==> config.mk <==
export PLATFORM = sky130hd
export DESIGN_NAME = kick_watchdog
export DESIGN_NICKNAME = d
export VERILOG_FILES = /design/src/rtl/wdg_pkg.sv /design/src/rtl/wdg_sync.sv /design/src/rtl/wdg_edge.sv /design/src/rtl/wdg_timer.sv /design/src/rtl/kick_watchdog.sv
export SDC_FILE = /design/constraint.sdc
export NUM_CORES = 1
export LEC_CHECK = 0
export BUFFER_PORTS_ARGS = -buffer_cell sky130_fd_sc_hd__buf_2
export CELL_PAD_IN_SITES_DETAIL_PLACEMENT = 2
export CELL_PAD_IN_SITES_GLOBAL_PLACEMENT = 2
export CORE_MARGIN = 1
export CORE_UTILIZATION = 37
export CTS_CLUSTER_SIZE = 14
export DETAILED_ROUTE_END_ITERATION = 12
export PLACE_DENSITY_LB_ADDON = 0.1
export SYNTH_ARGS = -nofsm -noshare
export SYNTH_HDL_FRONTEND = slang
export SYNTH_SLANG_ARGS = --single-unit
==> constraint.sdc <==
create_clock -name clk -period 2.35 [get_ports clk]
set_input_delay 0.1175 -clock clk [delete_from_list [all_inputs] [get_ports clk]]
set_output_delay 0.1175 -clock clk [all_outputs]
set_load 0.03 [all_outputs]
==> src/rtl/wdg_pkg.sv <==
package wdg_pkg;
  // Synchronizer depth shared by the watchdog sub-blocks
  localparam int unsigned WDG_SYNC_DEPTH = 2;

  // Counter width able to hold values 0..limit-1
  function automatic int unsigned wdg_cnt_width(input int unsigned limit);
    return (limit <= 2) ? 1 : $clog2(limit);
  endfunction
endpackage

==> src/rtl/wdg_sync.sv <==
module wdg_sync #(
  parameter int unsigned STAGES = wdg_pkg::WDG_SYNC_DEPTH
) (
  input  logic clk,
  input  logic din,
  output logic dout
);
  logic [STAGES-1:0] chain_q;

  generate
    if (STAGES == 1) begin : g_single
      always_ff @(posedge clk) chain_q <= din;
    end else begin : g_multi
      always_ff @(posedge clk) chain_q <= {chain_q[STAGES-2:0], din};
    end
  endgenerate

  assign dout = chain_q[STAGES-1];
endmodule

==> src/rtl/wdg_edge.sv <==
module wdg_edge (
  input  logic clk,
  input  logic level_i,
  output logic edge_o
);
  logic prev_q;

  always_ff @(posedge clk) prev_q <= level_i;

  // Either direction of change counts as service
  assign edge_o = level_i ^ prev_q;
endmodule

==> src/rtl/wdg_timer.sv <==
module wdg_timer #(
  parameter int unsigned LIMIT = 20
) (
  input  logic clk,
  input  logic rst,
  input  logic clear_i,
  output logic expired_o
);
  localparam int unsigned W = wdg_pkg::wdg_cnt_width(LIMIT);
  localparam logic [W-1:0] LAST = W'(LIMIT - 1);

  logic [W-1:0] cnt_q;
  logic         exp_q;

  always_ff @(posedge clk) begin
    if (rst || clear_i) begin
      cnt_q <= '0;
      exp_q <= 1'b0;
    end else if (cnt_q == LAST) begin
      exp_q <= 1'b1;
    end else begin
      cnt_q <= cnt_q + 1'b1;
    end
  end

  assign expired_o = exp_q;

  // a clear on the expiry edge leaves the flag deasserted
  p_kick_wins_r7: assert property (@(posedge clk) disable iff (rst)
    (clear_i && cnt_q == LAST) |=> !exp_q);

  // expiry is held until a clear
  p_hold_r4: assert property (@(posedge clk) disable iff (rst)
    (exp_q && !clear_i) |=> exp_q);

  // reaching the last count without a clear expires the timer
  p_expire_r1: assert property (@(posedge clk) disable iff (rst)
    (cnt_q == LAST && !clear_i) |=> exp_q);
endmodule

==> src/rtl/kick_watchdog.sv <==
module kick_watchdog #(
  parameter int unsigned TIMEOUT_CYCLES = 200_000_000,
  parameter int unsigned SYNC_STAGES    = wdg_pkg::WDG_SYNC_DEPTH
) (
  input  logic clk,
  input  logic sys_rst,
  input  logic kick_i,
  input  logic supply_ok,
  output logic wd_ok_n
);
  logic kick_sync;
  logic kick_edge;
  logic expired;

  wdg_sync #(.STAGES(SYNC_STAGES)) u_sync (
    .clk (clk),
    .din (kick_i),
    .dout(kick_sync)
  );

  wdg_edge u_edge (
    .clk    (clk),
    .level_i(kick_sync),
    .edge_o (kick_edge)
  );

  wdg_timer #(.LIMIT(TIMEOUT_CYCLES)) u_timer (
    .clk      (clk),
    .rst      (sys_rst),
    .clear_i  (kick_edge),
    .expired_o(expired)
  );

  // Supply loss overrides the flag without waiting for a clock edge
  assign wd_ok_n = supply_ok & ~expired;

  // a low supply always shows as an asserted flag
  p_supply_r5: assert property (@(posedge clk) disable iff (sys_rst)
    !supply_ok |-> !wd_ok_n);

  // one cycle into reset, the flag follows only the supply
  p_reset_clear_r3: assert property (@(posedge clk) disable iff (1'b0)
    sys_rst |=> (wd_ok_n == supply_ok));

  // a service edge leaves the flag reflecting supply alone
  p_edge_clear_r2: assert property (@(posedge clk) disable iff (sys_rst)
    kick_edge |=> (wd_ok_n == supply_ok));
endmodule

==> results of run 1 <==
==> metal layers <==
layer,part of all wire,vias up
li1,-,716
met1,0.50,709
met2,0.47,9
met3,0.018,5
met4,0.011,0
met5,0,-
==> cells in the mapped netlist, types with 2 or more instances <==
master | count | share of area
sky130_fd_sc_hd__or2_2 | 2 | 0.0078
sky130_fd_sc_hd__o31ai_1 | 12 | 0.057
sky130_fd_sc_hd__nand2_1 | 17 | 0.040
sky130_fd_sc_hd__dfxtp_1 | 32 | 0.40
sky130_fd_sc_hd__inv_1 | 5 | 0.012
sky130_fd_sc_hd__buf_2 | 2 | 0.0063
sky130_fd_sc_hd__nand3_1 | 11 | 0.035
sky130_fd_sc_hd__a21oi_1 | 21 | 0.066
sky130_fd_sc_hd__xnor2_1 | 5 | 0.027
sky130_fd_sc_hd__or3_1 | 4 | 0.016
sky130_fd_sc_hd__nor3_1 | 2 | 0.0063
sky130_fd_sc_hd__nand4_1 | 5 | 0.020
sky130_fd_sc_hd__clkbuf_1 | 5 | 0.012
sky130_fd_sc_hd__nor4_1 | 2 | 0.0078
sky130_fd_sc_hd__nor4b_1 | 2 | 0.011
sky130_fd_sc_hd__nor2_1 | 10 | 0.024
sky130_fd_sc_hd__or4_1 | 12 | 0.057
sky130_fd_sc_hd__a2111o_1 | 5 | 0.035
sky130_fd_sc_hd__a211oi_1 | 2 | 0.0094
sky130_fd_sc_hd__o21ai_0 | 6 | 0.019
sky130_fd_sc_hd__and4_1 | 3 | 0.016
sky130_fd_sc_hd__mux2i_1 | 2 | 0.013
sky130_fd_sc_hd__and3_1 | 3 | 0.012
==> critical path, delay by kind of cell (launching register included) <==
family                     cells  cell delay (ns)
and+or+nand+nor                3             1.31
DFF                            1             0.39
adders and majority gates      1             0.23
AOI/OAI and AO/OA              1             0.19
==> how the worst min path moves through the flow <==
stage,start,endpoint,slack (ns),cells after the start
2_1_floorplan,kick_i,u_sync.chain_q[0]$_DFF_P_,0.15,0
3_3_place_gp,kick_i,u_sync.chain_q[0]$_DFF_P_,0.23,1
3_5_place_dp,kick_i,u_sync.chain_q[0]$_DFF_P_,0.23,1
4_1_cts,sys_rst,u_timer.cnt_q[4]$_SDFFE_PP0P_,0.16,3
5_1_grt,sys_rst,u_timer.cnt_q[7]$_SDFFE_PP0P_,0.18,3
6_report,sys_rst,u_timer.cnt_q[4]$_SDFFE_PP0P_,0.16,3
==> area by class of cell <==
type	count	area (um2)
sequential	32	641
clock buffer	6	72.6
clock inverter	1	5.00
inverter	5	18.8
timing repair buffer	8	52.6
tap	50	62.6
fill	460	2310
multi-input combinational	140	891
==> flip-flops by register name (all words and copies together), names as in the netlist <==
register           count
u_sync.chain_q         2
u_edge.prev_q          1
u_timer.cnt_q         28
u_timer.expired_o      1
==> logic make-up (layout without fill, tap and decap cells) <==
family / Yosys count / in the layout / share of synthesized area
simple gates: 82 / 82 / 0.301
compound gates: 48 / 48 / 0.197
flops: 32 / 32 / 0.402
buf+inv: 14 / 20 / 0.0392
xor+xnor: 6 / 6 / 0.0330
mux: 3 / 3 / 0.0196
fa+ha+maj: 1 / 1 / 0.00785
==> power breakdown <==
part           leakage [nW]  total (mW)  internal, mW  switching, mW
combinational         0.207      0.0381        0.0128         0.0252
sequential            0.259       0.552         0.548        0.00423
clock                0.0410       0.388         0.201          0.188
total                 0.507       0.978         0.761          0.217
==> repair_timing <==
item / in CTS / in global routing
hold buffers: 1 / 0
setup buffers: 0 / 0
endpoints found under the hold margin: 1 / 0
==> reports/results.md, run 1 <==
| Step | Quantity | Value |
|:---|:---|:---|
| status | Outcome | completed |
| global route | Global-route wire length before repair | 6880 um |
| global route | Pin count of the biggest net entering global routing | 29 |
| synthesis | Portion of the post-synthesis area used by sequential elements | 0.402 |
| critical path | Startpoint of the worst-slack reg-to-reg timing path | u_timer.cnt_q[0]$_SDFFE_PP0P_ |
| critical path | Depth of the most critical reg-to-reg path | 5 |
| synthesis | Netlist area before placement | 1590 um2 |
| critical path | Category of the worst setup path capture point | register |
| die | Placement Rows | 23 |
| placement | GP Congestion | 0.843 |
| final layout | Summed area of non-filler cells in the final layout | 1740 um2 |
| timing | RSZ-0062 raised after global routing | false |
| detailed routing | Final ANT Viol Nets | 0 |
| global route | Overflow left after global routing | 0 |
| global route | Overall track demand over capacity in global routing | 0.207 |
| detailed routing | Total via count after detailed routing | 1439 |
| critical path | Required time worst endpoint | 2.55 ns |
| critical path | Ordered list of cells on the worst path | ha_1 > nand4_2 > or4_4 > or4_1 > a21oi_1 |
| synthesis | Number of library cell types mapped by synthesis | 39 |
| synthesis | Synthesized flop and latch total | 32 |
| final layout | Syn-to-layout area delta | 9.34% |
| synthesis | Number of synthesized flops with an enable pin | 0 |
| synthesis | Commonest register cell after synthesis | sky130_fd_sc_hd__dfxtp_1 |
| final layout | Finished Core Util | 0.430 |
| synthesis | Number of instances in the synthesized netlist | 186 |
| placement | Pre-CTS worst setup slack | 0.182 ns |
| timing | Final sum of negative setup slack | 0 ns |
| timing | Fraction of the cycle the final worst path needs | 0.937 |
| die | Die extent in x | 67.6 um |
| critical path | Slowest stage delay, CP | 0.62 ns |
| placement | Cells after DPL | 234 |
| critical path | Worst setup SP type | register |
| placement | Number of buffers added on ports | 4 |
| critical path | Slowest cell on the critical path | sky130_fd_sc_hd__or4_4 |
| timing | Least setup slack across all paths after layout | 0.149 ns |
| timing | Number of hold violations in the final report | 0 |
| pwr | Areal power density over the cells | 561 nW/um2 |
| cts | Number of CTS-inserted buffers | 5 |
| job | Max Cap Viol | 0 |
| pwr | Peak VDD IR | 0.245 mV |
| critical path | Setup Crit Path Kind | reg -> reg |
| timing | Normalized max-slew margin | 0.608 |
| synthesis | Yosys synthesis warning count | 0 |
| synthesis | Proportion of register bits with asynchronous set or reset after synthesis | 0 |
| cts | Depth of the CTS H-tree | 2 |
| critical path | Critical register-to-register path endpoint | u_timer.cnt_q[22]$_SDFFE_PP0P_ |
| placement | Post-detail-place hpwl | 2940 um |
| critical path | Launching element of the worst setup path | u_timer.cnt_q[0]$_SDFFE_PP0P_ |
| timing | Pins Over Slew Limit | 0 |
| detailed routing | Post-detailed-route wirelength per cell | 17.6 um |
| synthesis | Per-instance average area after synthesis | 8.57 um2 |
| die | Area enclosed by the die boundary | 4570 um2 |
| timing | Worst-Margin Slew | 0.588 ns |
| cts | Sinks on the clock net | 32 |
| die | Area inside the core boundary | 4060 um2 |
| timing | Final setup viols | 0 |
| detailed routing | Post-detailed-route DRC marker count | 0 |
| final layout | Cell Count, Final, Fillers Out | 242 |
| final layout | Commonest non-fill, non-tap cells in the layout | sky130_fd_sc_hd__dfxtp_1, sky130_fd_sc_hd__a21oi_1, sky130_fd_sc_hd__nand2_1 |
| timing | Fin crit period | 2.20 ns |
| die | I/O pin cnt | 5 |
| cts | Number of resized instances in the post-cts repair step | 0 |
| detailed routing | Post-DR vias/cell | 5.95 |
| critical path | Crit path arrival time | 2.40 ns |
| global route | Vias in the first global route | 1408 |
| placement | Post-detailed-placement cell area | 1660 um2 |
| global route | Global routing usage on met3 | 0.0456 |
| synthesis | Mapped Nets | 191 |
| pwr | Total power | 0.978 mW |
| global route | Global-route met1 utilization | 0.269 |
| global route | Busiest layer in global routing | met2 |
| final layout | Number of nets in the layout | 197 |
| cts | Clock transition time at the flip-flop clock pins of the worst setup and hold paths | 0.06 ns |
| final layout | Share of final-layout standard cells stronger than drive strength 1 | 0.109 |
| cts | Clock latency on the worst-skew pair | 0.28 ns |
| cts | Root buf cell | sky130_fd_sc_hd__clkbuf_8 |
| critical path | CP Capture Point | u_timer.cnt_q[22]$_SDFFE_PP0P_ |
| detailed routing | Total wirelength of the detailed-routed design | 4270 um |
| timing | Worst clock skew | 0.00354 ns |
| global route | Initial antenna violation count | 0 |
| pwr | Leakage dissipation | 0.507 nW |
| critical path | Crit path max fanout | 13 |
| worst hold path | Worst hold-check path type | in -> reg |
| timing | Hold slack final | 0.163 ns |
| cts | CTS tree | yes |
| final layout | Most common cell after layout, fill and taps aside | sky130_fd_sc_hd__dfxtp_1 |
| final layout | Number of diodes added for antenna fixing | 0 |
| timing | Highest clock rate | 0.454 GHz |
| global route | Met2 demand-to-capacity share in global routing | 0.332 |
| die | Effective utilization at floorplan | 0.393 |
| die | Die Ht | 67.6 um |
| detailed routing | Violation count after the first detailed-route iteration | 32 |
| detailed routing | Count of TritonRoute iterations in the first routing pass | 4 |
| critical path | Register-to-register setup slack | 0.15 ns |
| cts | Clock Path Buffers | 2 |
Note: power is estimated with default switching activity, not from simulation.
==> run 2, diff against run 1 <==
CORE_ASPECT_RATIO = 1.5   (was unset)
CORE_UTILIZATION = 35   (was 37)
==> run 2 against run 1 <==
  * Die area increased by 5.7%
  * Hold slack got worse by 0.027 ns
  * Global-route usage increased by 0.55 points
  * Core utilization decreased by 1.6 points
  * Clock-buffer cell count increased by 1
  * Routed wire length increased by 5.5%
  * Register-to-register slack improved by 0.04 ns
  * Largest power group unchanged
==> reports/results.md, run 2 (synthesized netlist as in run 1, its figures left out) <==
| Step | Quantity | Value | Change |
|:---|:---|:---|:---|
| detailed routing | Post-DR vias/cell | 6.26 | was 5.95 |
| critical path | Worst setup SP type | register | unchanged |
| detailed routing | Violation count after the first detailed-route iteration | 15 | was 32 |
| critical path | Slowest cell on the critical path | sky130_fd_sc_hd__or4_4 | unchanged |
| worst hold path | Worst hold-check path type | in -> reg | unchanged |
| final layout | Share of final-layout standard cells stronger than drive strength 1 | 0.124 | was 0.109 |
| final layout | Most common cell after layout, fill and taps aside | sky130_fd_sc_hd__dfxtp_1 | unchanged |
| die | Area enclosed by the die boundary | 4830 um2 | was 4570 um2 |
| placement | Number of buffers added on ports | 4 | unchanged |
| final layout | Number of inserted filler cells in the final layout | 512 | was 460 |
| cts | CTS tree | yes | unchanged |
| global route | Global-route wire length before repair | 7870 um | was 6880 um |
| critical path | Crit path max fanout | 13 | unchanged |
| worst hold path | Worst Min Path Start | sys_rst | unchanged |
| timing | Final setup viols | 0 | unchanged |
| job | Max Cap Viol | 0 | unchanged |
| critical path | Register-to-register setup slack | 0.18 ns | was 0.15 ns |
| critical path | Required time worst endpoint | 2.56 ns | was 2.55 ns |
| detailed routing | Post-detailed-route DRC marker count | 0 | unchanged |
| detailed routing | Total wirelength of the detailed-routed design | 4500 um | was 4270 um |
| pwr | Peak VDD IR | 0.286 mV | was 0.245 mV |
| cts | Clock transition time at the flip-flop clock pins of the worst setup and hold paths | 0.07 ns | was 0.06 ns |
| cts | Clock latency on the worst-skew pair | 0.28 ns | about the same |
| global route | Vias in the first global route | 1659 | was 1408 |
| die | I/O pin cnt | 5 | unchanged |
| cts | Number of CTS-inserted buffers | 5 | unchanged |
| worst hold path | Worst Hold Path EP | u_timer.cnt_q[7]$_SDFFE_PP0P_ | was u_timer.cnt_q[4]$_SDFFE_PP0P_ |
| final layout | Largest register FFs | 28 | unchanged |
| final layout | Summed area of non-filler cells in the final layout | 1770 um2 | was 1740 um2 |
| timing | Worst clock skew | 0.00346 ns | was 0.00354 ns |
| timing | Number of hold violations in the final report | 0 | unchanged |
| placement | Post-detail-place hpwl | 3370 um | was 2940 um |
| final layout | Commonest non-fill, non-tap cells in the layout | sky130_fd_sc_hd__dfxtp_1, sky130_fd_sc_hd__a21oi_1, sky130_fd_sc_hd__nand2_1 | unchanged |
| timing | RSZ-0062 raised after global routing | false | unchanged |
| timing | Pins Over Slew Limit | 0 | unchanged |
| die | Effective utilization at floorplan | 0.372 | was 0.393 |
| timing | Worst-Margin Slew | 0.621 ns | was 0.588 ns |
| critical path | Family with the most delay on the worst path | simple AND/OR/NAND/NOR gates | unchanged |
| status | Outcome | completed | unchanged |
| critical path | Startpoint of the worst-slack reg-to-reg timing path | u_timer.cnt_q[0]$_SDFFE_PP0P_ | unchanged |
| placement | Cells after DPL | 232 | was 234 |
| die | Die extent in x | 57.1 um | was 67.6 um |
| critical path | Slowest stage delay, CP | 0.61 ns | was 0.62 ns |
| pwr | Areal power density over the cells | 590 nW/um2 | was 561 nW/um2 |
| critical path | Crit path arrival time | 2.37 ns | was 2.40 ns |
| placement | GP Congestion | 0.747 | was 0.843 |
| critical path | Category of the worst setup path capture point | register | unchanged |
| timing | Final sum of negative setup slack | 0 ns | unchanged |
| critical path | Setup Crit Path Kind | reg -> reg | unchanged |
| cts | Sinks on the clock net | 32 | unchanged |
| timing | Normalized max-slew margin | 0.586 | was 0.608 |
| die | Die Ht | 84.7 um | was 67.6 um |
| global route | Overall track demand over capacity in global routing | 0.212 | was 0.207 |
| timing | Fraction of the cycle the final worst path needs | 0.922 | was 0.937 |
| die | Placement Rows | 29 | was 23 |
| pwr | Leakage dissipation | 0.527 nW | was 0.507 nW |
| final layout | Number of diodes added for antenna fixing | 0 | unchanged |
| critical path | Critical register-to-register path endpoint | u_timer.cnt_q[26]$_SDFFE_PP0P_ | was u_timer.cnt_q[22]$_SDFFE_PP0P_ |
| die | Area inside the core boundary | 4280 um2 | was 4060 um2 |
| worst hold path | Hold path cells | 3 | unchanged |
| final layout | Most flop-heavy register | u_timer.cnt_q | unchanged |
| final layout | Number of nets in the layout | 199 | was 197 |
| critical path | Worst Path Buf+Inv | 0 | unchanged |
| final layout | Syn-to-layout area delta | 11.1% | was 9.34% |
| detailed routing | Post-detailed-route wirelength per cell | 18.8 um | was 17.6 um |
| detailed routing | Total via count after detailed routing | 1502 | was 1439 |
| timing | Hold slack final | 0.136 ns | was 0.163 ns |
| timing | Fin crit period | 2.17 ns | was 2.20 ns |
| placement | Post-detailed-placement cell area | 1670 um2 | was 1660 um2 |
| detailed routing | Count of TritonRoute iterations in the first routing pass | 4 | unchanged |
| critical path | Depth of the most critical reg-to-reg path | 5 | unchanged |
| global route | Overflow left after global routing | 0 | unchanged |
| global route | Pin count of the biggest net entering global routing | 29 | unchanged |
| critical path | Ordered list of cells on the worst path | ha_1 > nand4_2 > or4_4 > or4_1 > a21oi_1 | unchanged |
| cts | Root buf cell | sky130_fd_sc_hd__clkbuf_8 | unchanged |
| global route | Initial antenna violation count | 0 | unchanged |
| timing | Highest clock rate | 0.462 GHz | was 0.454 GHz |
| final layout | Cell Count, Final, Fillers Out | 240 | was 242 |
| detailed routing | Final ANT Viol Nets | 0 | unchanged |
| final layout | Finished Core Util | 0.414 | was 0.430 |
| cts | Depth of the CTS H-tree | 2 | unchanged |
| cts | Number of resized instances in the post-cts repair step | 0 | unchanged |
| cts | Clock Path Buffers | 2 | unchanged |
| final layout | Biggest regs | u_timer.cnt_q (28), u_sync.chain_q (2) | unchanged |
[run 2: changes by cell type in the layout (fill, tap and decap cells not counted), sizes merged]
cell and change:
buf +2, clkbuf +1, clkinv -1
[run 2: stage by stage]
stage / power [mW] / worst slack, ns
after floorplan: 0.588 / 0.352
after global placement: 0.598 / 0.283
after detailed placement: 0.601 / 0.182
after CTS: 1.06 / 0.176
after global routing: 1.08 / 0.0501
final: 1.04 / 0.184
[run 2: repair_timing]
action	4_1_cts	5_1_grt
endpoints found under the hold margin	1	0
hold buffers	1	0
setup buffers	0	0
[run 2: layout make-up]
type,instances,area [um2],share of cell area
Inverter,5,18.8,0.0106
Multi-Input combinational cell,140,891,0.503
Tap cell,46,57.6,0.0325
Timing Repair Buffer,10,67.6,0.0381
Clock buffer,7,96.3,0.0544
Sequential cell,32,641,0.362
[run 2: worst max-delay path by stage]
stage | endpoint | from | cells past startpoint | slack, ns
final | u_timer.cnt_q[26]$_SDFFE_PP0P_ | u_timer.cnt_q[0]$_SDFFE_PP0P_ | 5 | 0.18
after global routing | u_timer.cnt_q[26]$_SDFFE_PP0P_ | u_timer.cnt_q[0]$_SDFFE_PP0P_ | 5 | 0.05
after CTS | u_timer.cnt_q[26]$_SDFFE_PP0P_ | u_timer.cnt_q[1]$_SDFFE_PP0P_ | 5 | 0.18
after detailed placement | u_timer.cnt_q[26]$_SDFFE_PP0P_ | u_timer.cnt_q[0]$_SDFFE_PP0P_ | 5 | 0.18
after global placement | u_timer.cnt_q[26]$_SDFFE_PP0P_ | u_timer.cnt_q[0]$_SDFFE_PP0P_ | 5 | 0.28
after floorplan | u_timer.cnt_q[22]$_SDFFE_PP0P_ | u_timer.cnt_q[0]$_SDFFE_PP0P_ | 6 | 0.35
[run 2: worst reg2reg max path, delay by kind of cell (launching register included)]
| kind | cells | cell delay, ns |
|---|---|---|
| and+or+nand+nor | 3 | 1.32 |
| DFF | 1 | 0.38 |
| adders and majority gates | 1 | 0.24 |
| AOI/OAI and AO/OA | 1 | 0.16 |
[run 2: per-layer routing]
layer | GRT usage | wire, um | vias to the layer above
met3 | 0.0385 | 74 | 10
met1 | 0.202 | 1620 | 761
li1 | - | - | 720
met5 | 0 | 0 | -
met4 | 0.0909 | 130 | 0
met2 | 0.422 | 2670 | 11
[run 2: report_power, final]
part / internal (mW) / leakage (nW) / total [mW] / switching (mW)
registers: 0.548 / 0.259 / 0.552 / 0.00404
clock network: 0.261 / 0.0503 / 0.457 / 0.196
logic: 0.0125 / 0.217 / 0.0367 / 0.0242
